**config.mk**
```make
export PLATFORM = sky130hd
export DESIGN_NAME = tpn_cmd_decoder
export DESIGN_NICKNAME = d
export VERILOG_FILES = /design/src/rtl/tpn_cmd_pkg.sv /design/src/rtl/tpn_cmd_match.sv /design/src/rtl/tpn_sticky_bit.sv /design/src/rtl/tpn_cfg_reg.sv /design/src/rtl/tpn_cmd_decoder.sv
export SDC_FILE = /design/constraint.sdc
export NUM_CORES = 1
export LEC_CHECK = 0
export BUFFER_PORTS_ARGS = -buffer_cell sky130_fd_sc_hd__buf_2
export CORE_AREA = 8 8 45 47
export CTS_BUF_LIST = sky130_fd_sc_hd__clkbuf_8 sky130_fd_sc_hd__clkbuf_16
export DETAILED_ROUTE_END_ITERATION = 16
export DIE_AREA = 0 0 53 55
export PLACE_DENSITY = 0.52
export SYNTH_ARGS = -nofsm -noshare
export SYNTH_HDL_FRONTEND = slang
export SYNTH_SLANG_ARGS = --single-unit
export TNS_END_PERCENT = 50
```
**constraint.sdc**
```tcl
create_clock -name clk -period 1.6 [get_ports clk]
set_clock_uncertainty 0.1 [all_clocks]
set_input_delay 0.08 -clock clk [delete_from_list [all_inputs] [get_ports clk]]
set_output_delay 0.08 -clock clk [all_outputs]
set_load 0.05 [all_outputs]
```
**src/rtl/tpn_cmd_pkg.sv**
```systemverilog
package tpn_cmd_pkg;
  localparam int CMD_W  = 8;
  localparam int FLAG_N = 3;

  // flag slots
  localparam int IDX_POR    = 0;
  localparam int IDX_EXCNAK = 1;
  localparam int IDX_RECON  = 2;

  // opcode patterns: (byte & MASK) == CODE
  localparam logic [CMD_W-1:0] CFG_MASK = 8'hF7;
  localparam logic [CMD_W-1:0] CFG_CODE = 8'h05;
  localparam int               CFG_BIT  = 3;

  localparam logic [CMD_W-1:0] CLR_MASK  = 8'hE7;
  localparam logic [CMD_W-1:0] CLR_CODE  = 8'h06;
  localparam int               CLR_P_BIT = 3;
  localparam int               CLR_R_BIT = 4;

  localparam logic [CMD_W-1:0] RXI_CODE = 8'h08;

  typedef enum logic [1:0] {
    CMD_NONE = 2'd0,
    CMD_CFG  = 2'd1,
    CMD_CLR  = 2'd2,
    CMD_RXI  = 2'd3
  } cmd_kind_e;

  typedef struct packed {
    cmd_kind_e kind;
    logic      cfg_val;
    logic      clr_p;
    logic      clr_r;
  } cmd_dec_t;
endpackage

```
**src/rtl/tpn_cmd_match.sv**
```systemverilog
module tpn_cmd_match
  import tpn_cmd_pkg::*;
(
  input  logic             wr_en,
  input  logic [CMD_W-1:0] wr_data,
  output cmd_dec_t         dec
);
  logic hit_cfg, hit_clr, hit_rxi;

  always_comb begin
    hit_cfg = ((wr_data & CFG_MASK) == CFG_CODE);
    hit_clr = ((wr_data & CLR_MASK) == CLR_CODE);
    hit_rxi = (wr_data == RXI_CODE);

    dec = '{kind: CMD_NONE, cfg_val: 1'b0, clr_p: 1'b0, clr_r: 1'b0};
    if (wr_en) begin
      if (hit_cfg) begin
        dec.kind    = CMD_CFG;
        dec.cfg_val = wr_data[CFG_BIT];
      end else if (hit_clr) begin
        dec.kind  = CMD_CLR;
        dec.clr_p = wr_data[CLR_P_BIT];
        dec.clr_r = wr_data[CLR_R_BIT];
      end else if (hit_rxi) begin
        dec.kind = CMD_RXI;
      end
    end
  end
endmodule

```
**src/rtl/tpn_sticky_bit.sv**
```systemverilog
module tpn_sticky_bit #(
  parameter logic RST_VAL = 1'b0
) (
  input  logic clk,
  input  logic rst_n,
  input  logic set_i,
  input  logic clr_i,
  output logic q_o
);
  always_ff @(posedge clk) begin
    if (!rst_n)     q_o <= RST_VAL;
    else if (set_i) q_o <= 1'b1;   // set has priority over clear
    else if (clr_i) q_o <= 1'b0;
  end
endmodule

```
**src/rtl/tpn_cfg_reg.sv**
```systemverilog
module tpn_cfg_reg #(
  parameter int   W       = 1,
  parameter logic RST_VAL = 1'b0
) (
  input  logic         clk,
  input  logic         rst_n,
  input  logic         load_i,
  input  logic [W-1:0] val_i,
  output logic [W-1:0] q_o
);
  always_ff @(posedge clk) begin
    if (!rst_n)      q_o <= {W{RST_VAL}};
    else if (load_i) q_o <= val_i;
  end
endmodule

```
**src/rtl/tpn_cmd_decoder.sv**
```systemverilog
module tpn_cmd_decoder
  import tpn_cmd_pkg::*;
(
  input  logic             clk,
  input  logic             rst_n,
  input  logic             wr_en,
  input  logic [CMD_W-1:0] wr_data,
  input  logic             evt_excnak,
  input  logic             evt_recon,
  output logic             long_pkt_en,
  output logic             stat_por,
  output logic             stat_excnak,
  output logic             stat_recon,
  output logic             clr_rx_irq
);
  cmd_dec_t           dec;
  logic [FLAG_N-1:0]  flag_set, flag_clr, flag_q;
  logic [FLAG_N-1:0]  flag_rst;
  logic               rxi_q;

  tpn_cmd_match u_match (
    .wr_en   (wr_en),
    .wr_data (wr_data),
    .dec     (dec)
  );

  tpn_cfg_reg #(.W(1), .RST_VAL(1'b0)) u_len_mode (
    .clk    (clk),
    .rst_n  (rst_n),
    .load_i (dec.kind == CMD_CFG),
    .val_i  (dec.cfg_val),
    .q_o    (long_pkt_en)
  );

  always_comb begin
    flag_set             = '0;
    flag_set[IDX_EXCNAK] = evt_excnak;
    flag_set[IDX_RECON]  = evt_recon;

    flag_clr             = '0;
    flag_clr[IDX_POR]    = (dec.kind == CMD_CLR) && dec.clr_p;
    flag_clr[IDX_EXCNAK] = (dec.kind == CMD_CLR) && dec.clr_p;
    flag_clr[IDX_RECON]  = (dec.kind == CMD_CLR) && dec.clr_r;

    flag_rst          = '0;
    flag_rst[IDX_POR] = 1'b1;
  end

  for (genvar i = 0; i < FLAG_N; i++) begin : g_flag
    tpn_sticky_bit #(.RST_VAL(i == IDX_POR)) u_flag (
      .clk   (clk),
      .rst_n (rst_n),
      .set_i (flag_set[i]),
      .clr_i (flag_clr[i]),
      .q_o   (flag_q[i])
    );
  end

  always_ff @(posedge clk) begin
    if (!rst_n) rxi_q <= 1'b0;
    else        rxi_q <= (dec.kind == CMD_RXI);
  end

  assign stat_por    = flag_q[IDX_POR];
  assign stat_excnak = flag_q[IDX_EXCNAK];
  assign stat_recon  = flag_q[IDX_RECON];
  assign clr_rx_irq  = rxi_q;

  logic unused_rst;
  assign unused_rst = ^flag_rst;
endmodule

```
; ---- After elaboration in Yosys (flattened, before gate mapping)
; Index checks and enable logic that the tools add are counted.
[classes]
n_eq_ne = 6
n_reduce_logical = 4
mux = 11
[op_table]
columns = cell, count
row1 = $mux W2, 5
row2 = $eq A8 B4 Y1 const B, 1
row3 = $eq A7 B3 Y1 const B, 1
row4 = $eq A6 B3 Y1 const B, 1
row5 = $mux W1, 5
row6 = $mux W5, 1
row7 = $eq A2 B2 Y1 const B, 2
row8 = $reduce_bool A2 Y1, 2
row9 = $eq A2 B1 Y1 const B, 1
row10 = $logic_and A1 B1 Y1, 2
[totals]
word_cells = 26
reg_bits = 5
output_inout_bits = 5

; ---- Logic depth before layout (Yosys ltp)
[depth]
word_depth = 9
ltp_mapped = 3

; ---- Cells and area by module
; Synthesis repeated with hierarchy kept, for this count alone.
[unflattened]
hier_cells = 33
hier_area_um2 = 314.1
[by_module_without_submodules]
columns = module, cells_each, seq_area_each_um2, area_each_um2, n_inst
row1 = tpn_cmd_match, 15, 0.0, 101.3, 1
row2 = tpn_sticky_bit (g_flag[1].u_flag ...), 3, 20.0, 41.3, 2
row3 = tpn_cmd_decoder, 6, 20.0, 60.1, 1
row4 = tpn_cfg_reg, 3, 20.0, 36.3, 1
row5 = tpn_sticky_bit (g_flag[0].u_flag), 3, 20.0, 33.8, 1

; ---- Least setup slack after synthesis
; Ideal clock, no wire load.
[synth_timing]
path_type = in2reg
start = input port wr_data[7]
end = register u_len_mode.q_o
setup_ns = 0.072
path_stages = 3
path_slack_ns = 0.396
path_buffers = 0
arrival_time_ns = 1.032
cell_sequence = or4b_4 nor4_4 mux2i_1
[synth_via]
elab_chain_cells = 6
word_cells_on_any_way = 9
[synth_rtl]
columns = element, line_no
row1 = from (decl), tpn_cmd_decoder.sv:7  ; input logic [CMD_W-1:0] wr_data,
row2 = $eq A8 B4 Y1, tpn_cmd_match.sv:13  ; hit_rxi = (wr_data == RXI_CODE);
row3 = $mux W2, tpn_cmd_match.sv:24  ; end else if (hit_rxi) begin
row4 = $mux W2, tpn_cmd_match.sv:20  ; end else if (hit_clr) begin
row5 = $mux W2, tpn_cmd_match.sv:17  ; if (hit_cfg) begin
row6 = $mux W5 (*), tpn_cmd_match.sv:16  ; if (wr_en) begin
row7 = $eq A2 B1 Y1, tpn_cmd_decoder.sv:30  ; .load_i (dec.kind == CMD_CFG),
row8 = to (signal assigned), tpn_cfg_reg.sv:12  ; if (!rst_n) q_o <= {W{RST_VAL}};
row9 = to (signal assigned), tpn_cfg_reg.sv:13  ; else if (load_i) q_o <= val_i;
row10 = to (decl), tpn_cfg_reg.sv:9  ; output logic [W-1:0] q_o
; Mark *: on every way between the ends. The rest lies on a longest branch, timed or not.
; A chain may end at the register's enable or synchronous reset.

; ---- Worst setup path in the final report
; Ends and elaborated chain as after synthesis.

==> results by group <==
Critical path
  – CP Cell Sequence: buf_2 > or4b_4 > nor4_4 > mux2i_1
  – Critical path class: in2reg
  – Delay of the slowest critical-path stage: 550 ps
  – CP Launch Type: input port
  – Crit-path max FO: 3
  – Crit path DAT: 1170 ps
  – Slowest cell on crit path: or4b_4
  – Critical path data required time: about 1700 ps
  – Nature of the critical path endpoint: flop

Clocking
  – Clock root cell: clkbuf_8
  – Worst-Skew Late Latency: ~220 ps
  – Clk sinks: 5
  – CTS H-tree depth: 1
  – Clk slew on worst S/H paths: 40 ps
  – # Post-CTS Setup Buffers: 0
  – TritonCTS clock tree: yes
  – Max Root-Sink Buffers: 2
  – Number of CTS-inserted buffers: 3

Synth
  – Post-synthesis simple-gate area fraction: 0.415
  – Synth Area in Adders: 0
  – Post-synthesis instance total: 24
  – Synth Warn #: 0
  – Post-synthesis mux area share: 0.0437
  – Post-Syn Nets: 37
  – Avg Cell Area, Syn: approximately 9.5 um^2
  – Compound-gate portion of the synthesized area: 0.0874
  – Post-Syn Area: 229 um^2
  – Largest family of logic cells by synthesized area: simple AND/OR/NAND/NOR gates
  – Register bit total from synthesis: 5
  – Yosys top cell area share: 0.437
  – Area leader, netlist: dfxtp_1
  – Seq/Total Area, Yosys: 0.437
  – Synth area leaders: dfxtp_1 (44%), nor4_4 (9.3%), nand2_1 (8.2%)
  – Number of library cell types mapped by synthesis: 13
  – XOR/XNOR Fraction of Synth Area: 0

Floorplanning
  – Die Wd: 53 um
  – Core area: between 1000 and 1500 um^2
  – Starting density of the core: 0.165
  – I/O pin cnt: 18
  – Core Rows: 14
  – Die Y: 55 um
  – Die area: 2920 um^2

Route
  – Vias: between 200 and 300
  – DRT Pass-1 Iters: 1
  – Detailed Route WL: between 600 and 700 um
  – First DRT Iteration DRCs: 0
  – DRC viols: 0
  – Antenna viol nets, final: 0
  – Vias per inst: 4.10
  – Avg WL per Cell: 10.8 um

Timing
  – Fin. Hold Viols: 0
  – Least-Margin Pin Slew: 237 ps
  – Max-slew violation count: 0
  – Setup TNS Final: 0 ps
  – Worst slew margin: 0.839
  – Period minus WS final: 1120 ps
  – Worst-case hold slack: 36.0 ps
  – RSZ-0062 raised after global routing: no
  – # setup viols final: 0
  – Final period util: 0.697
  – Fmax achieved: 0.897 GHz

Global route
  – Total gr overflow: 0
  – Vias in the first global route: 277
  – GRT Total Usage: 0.0541
  – Global-route wire length before repair: 1.12 mm
  – Largest net degree at the start of global routing: 8
  – Initial antenna violation count: 0

Pwr
  – Pwr per Cell Area: 1030 nW/um^2
  – Max IR drop VDD: 436 uV
  – Power Total: 0.413 mW
  – Lkg Pwr: 0.196 nW

Final layout
  – Commonest cells after routing, fill and taps aside: buf_2 (17), nand2_1 (5), dfxtp_1 (5)
  – Util after Layout: 0.288
  – # diodes: 0
  – Fraction of layout cells with a size suffix above 1: 0.468
  – Syn-to-layout area delta: 74.3%
  – Most common cell after layout, fill and taps aside: buf_2
  – Post-route cell area: 399 um^2
  – Nets: 61

Placement
  – DP Area: roughly 330 um^2
  – PortBufs: 17
  – Routability Congestion: 0.663

Min path
  – Hold Crit Class: in2reg

Flow run
  – Max cap viols: 0

Run status
  – Status: complete, no violations
[Yosys cell counts]
cell / instances
a21oi_1: 1
dfxtp_1: 5
mux2i_1: 1
and4b_1: 1
o21ai_0: 3
inv_1: 1
nor2_1: 2
nand2_1: 5
nand4b_1: 1
nor4b_1: 1
or4b_4: 1
nor4_4: 1
and3_1: 1
[cell families (layout without fill, tap and decap cells)]
group / Yosys count / after routing
AOI/OAI and AO/OA: 4 / 4
muxes: 1 / 1
and+or+nand+nor: 13 / 13
DFF: 5 / 5
buffers and inverters: 1 / 24
[report_power, final]
group | internal (mW) | total, mW | switching (mW)
combinational | 0.0224 | 0.0556 | 0.0332
clock | 0.164 | 0.226 | 0.0613
sequential | 0.130 | 0.131 | 0.00163
[repair_timing]
item | 4_1_cts | 5_1_grt
resized for setup | 0 | 0
hold endpoints to repair | 2 | 0
hold buffers | 2 | 0
[stage by stage]
stage,setup WS [ps],instances
2_1_floorplan,396,24
3_3_place_gp,276,57
3_5_place_dp,256,57
4_1_cts,481,63
5_1_grt,389,63
6_report,485,63
[per-layer routing]
metal / wire length [um] / GRT usage / vias to the layer above
li1: - / - / 133
met1: 304 / 0.0562 / 111
met2: 319 / 0.0762 / 12
met3: 44 / 0.0294 / 2
met4: 13 / 0.0517 / 0
met5: 0 / 0 / -
[critical path, delay by kind of cell]
family / cells / cell delay [ps]
buffers and inverters: 1 / 90
muxes: 1 / 190
and+or+nand+nor: 2 / 790
[worst paths after layout]
check / from / to / slack [ps] / cells past startpoint
worst max-delay path: wr_data[7] / u_len_mode.q_o / 480 / 4
worst min-delay path: wr_data[3] / clr_rx_irq / 40 / 2
worst max register to register: g_flag[2].u_flag.q_o / g_flag[2].u_flag.q_o / 880 / 2
worst min register to register: u_len_mode.q_o / u_len_mode.q_o / 350 / 2
[flip-flops by register name, summed over array words and instances (netlist names)]
register and cells:
clr_rx_irq 1, g_flag.u_flag.q_o 3, u_len_mode.q_o 1
[area by class of cell]
cell class / instances / area (um^2)
clock buffer: 3 / 41.3
fill: 147 / 985
multi-input combinational: 18 / 125
inverter: 1 / 3.75
clock inverter: 1 / 3.75
tap: 16 / 20.0
timing repair buffer: 19 / 105
sequential: 5 / 100
Power figures use the tool's default switching activity.
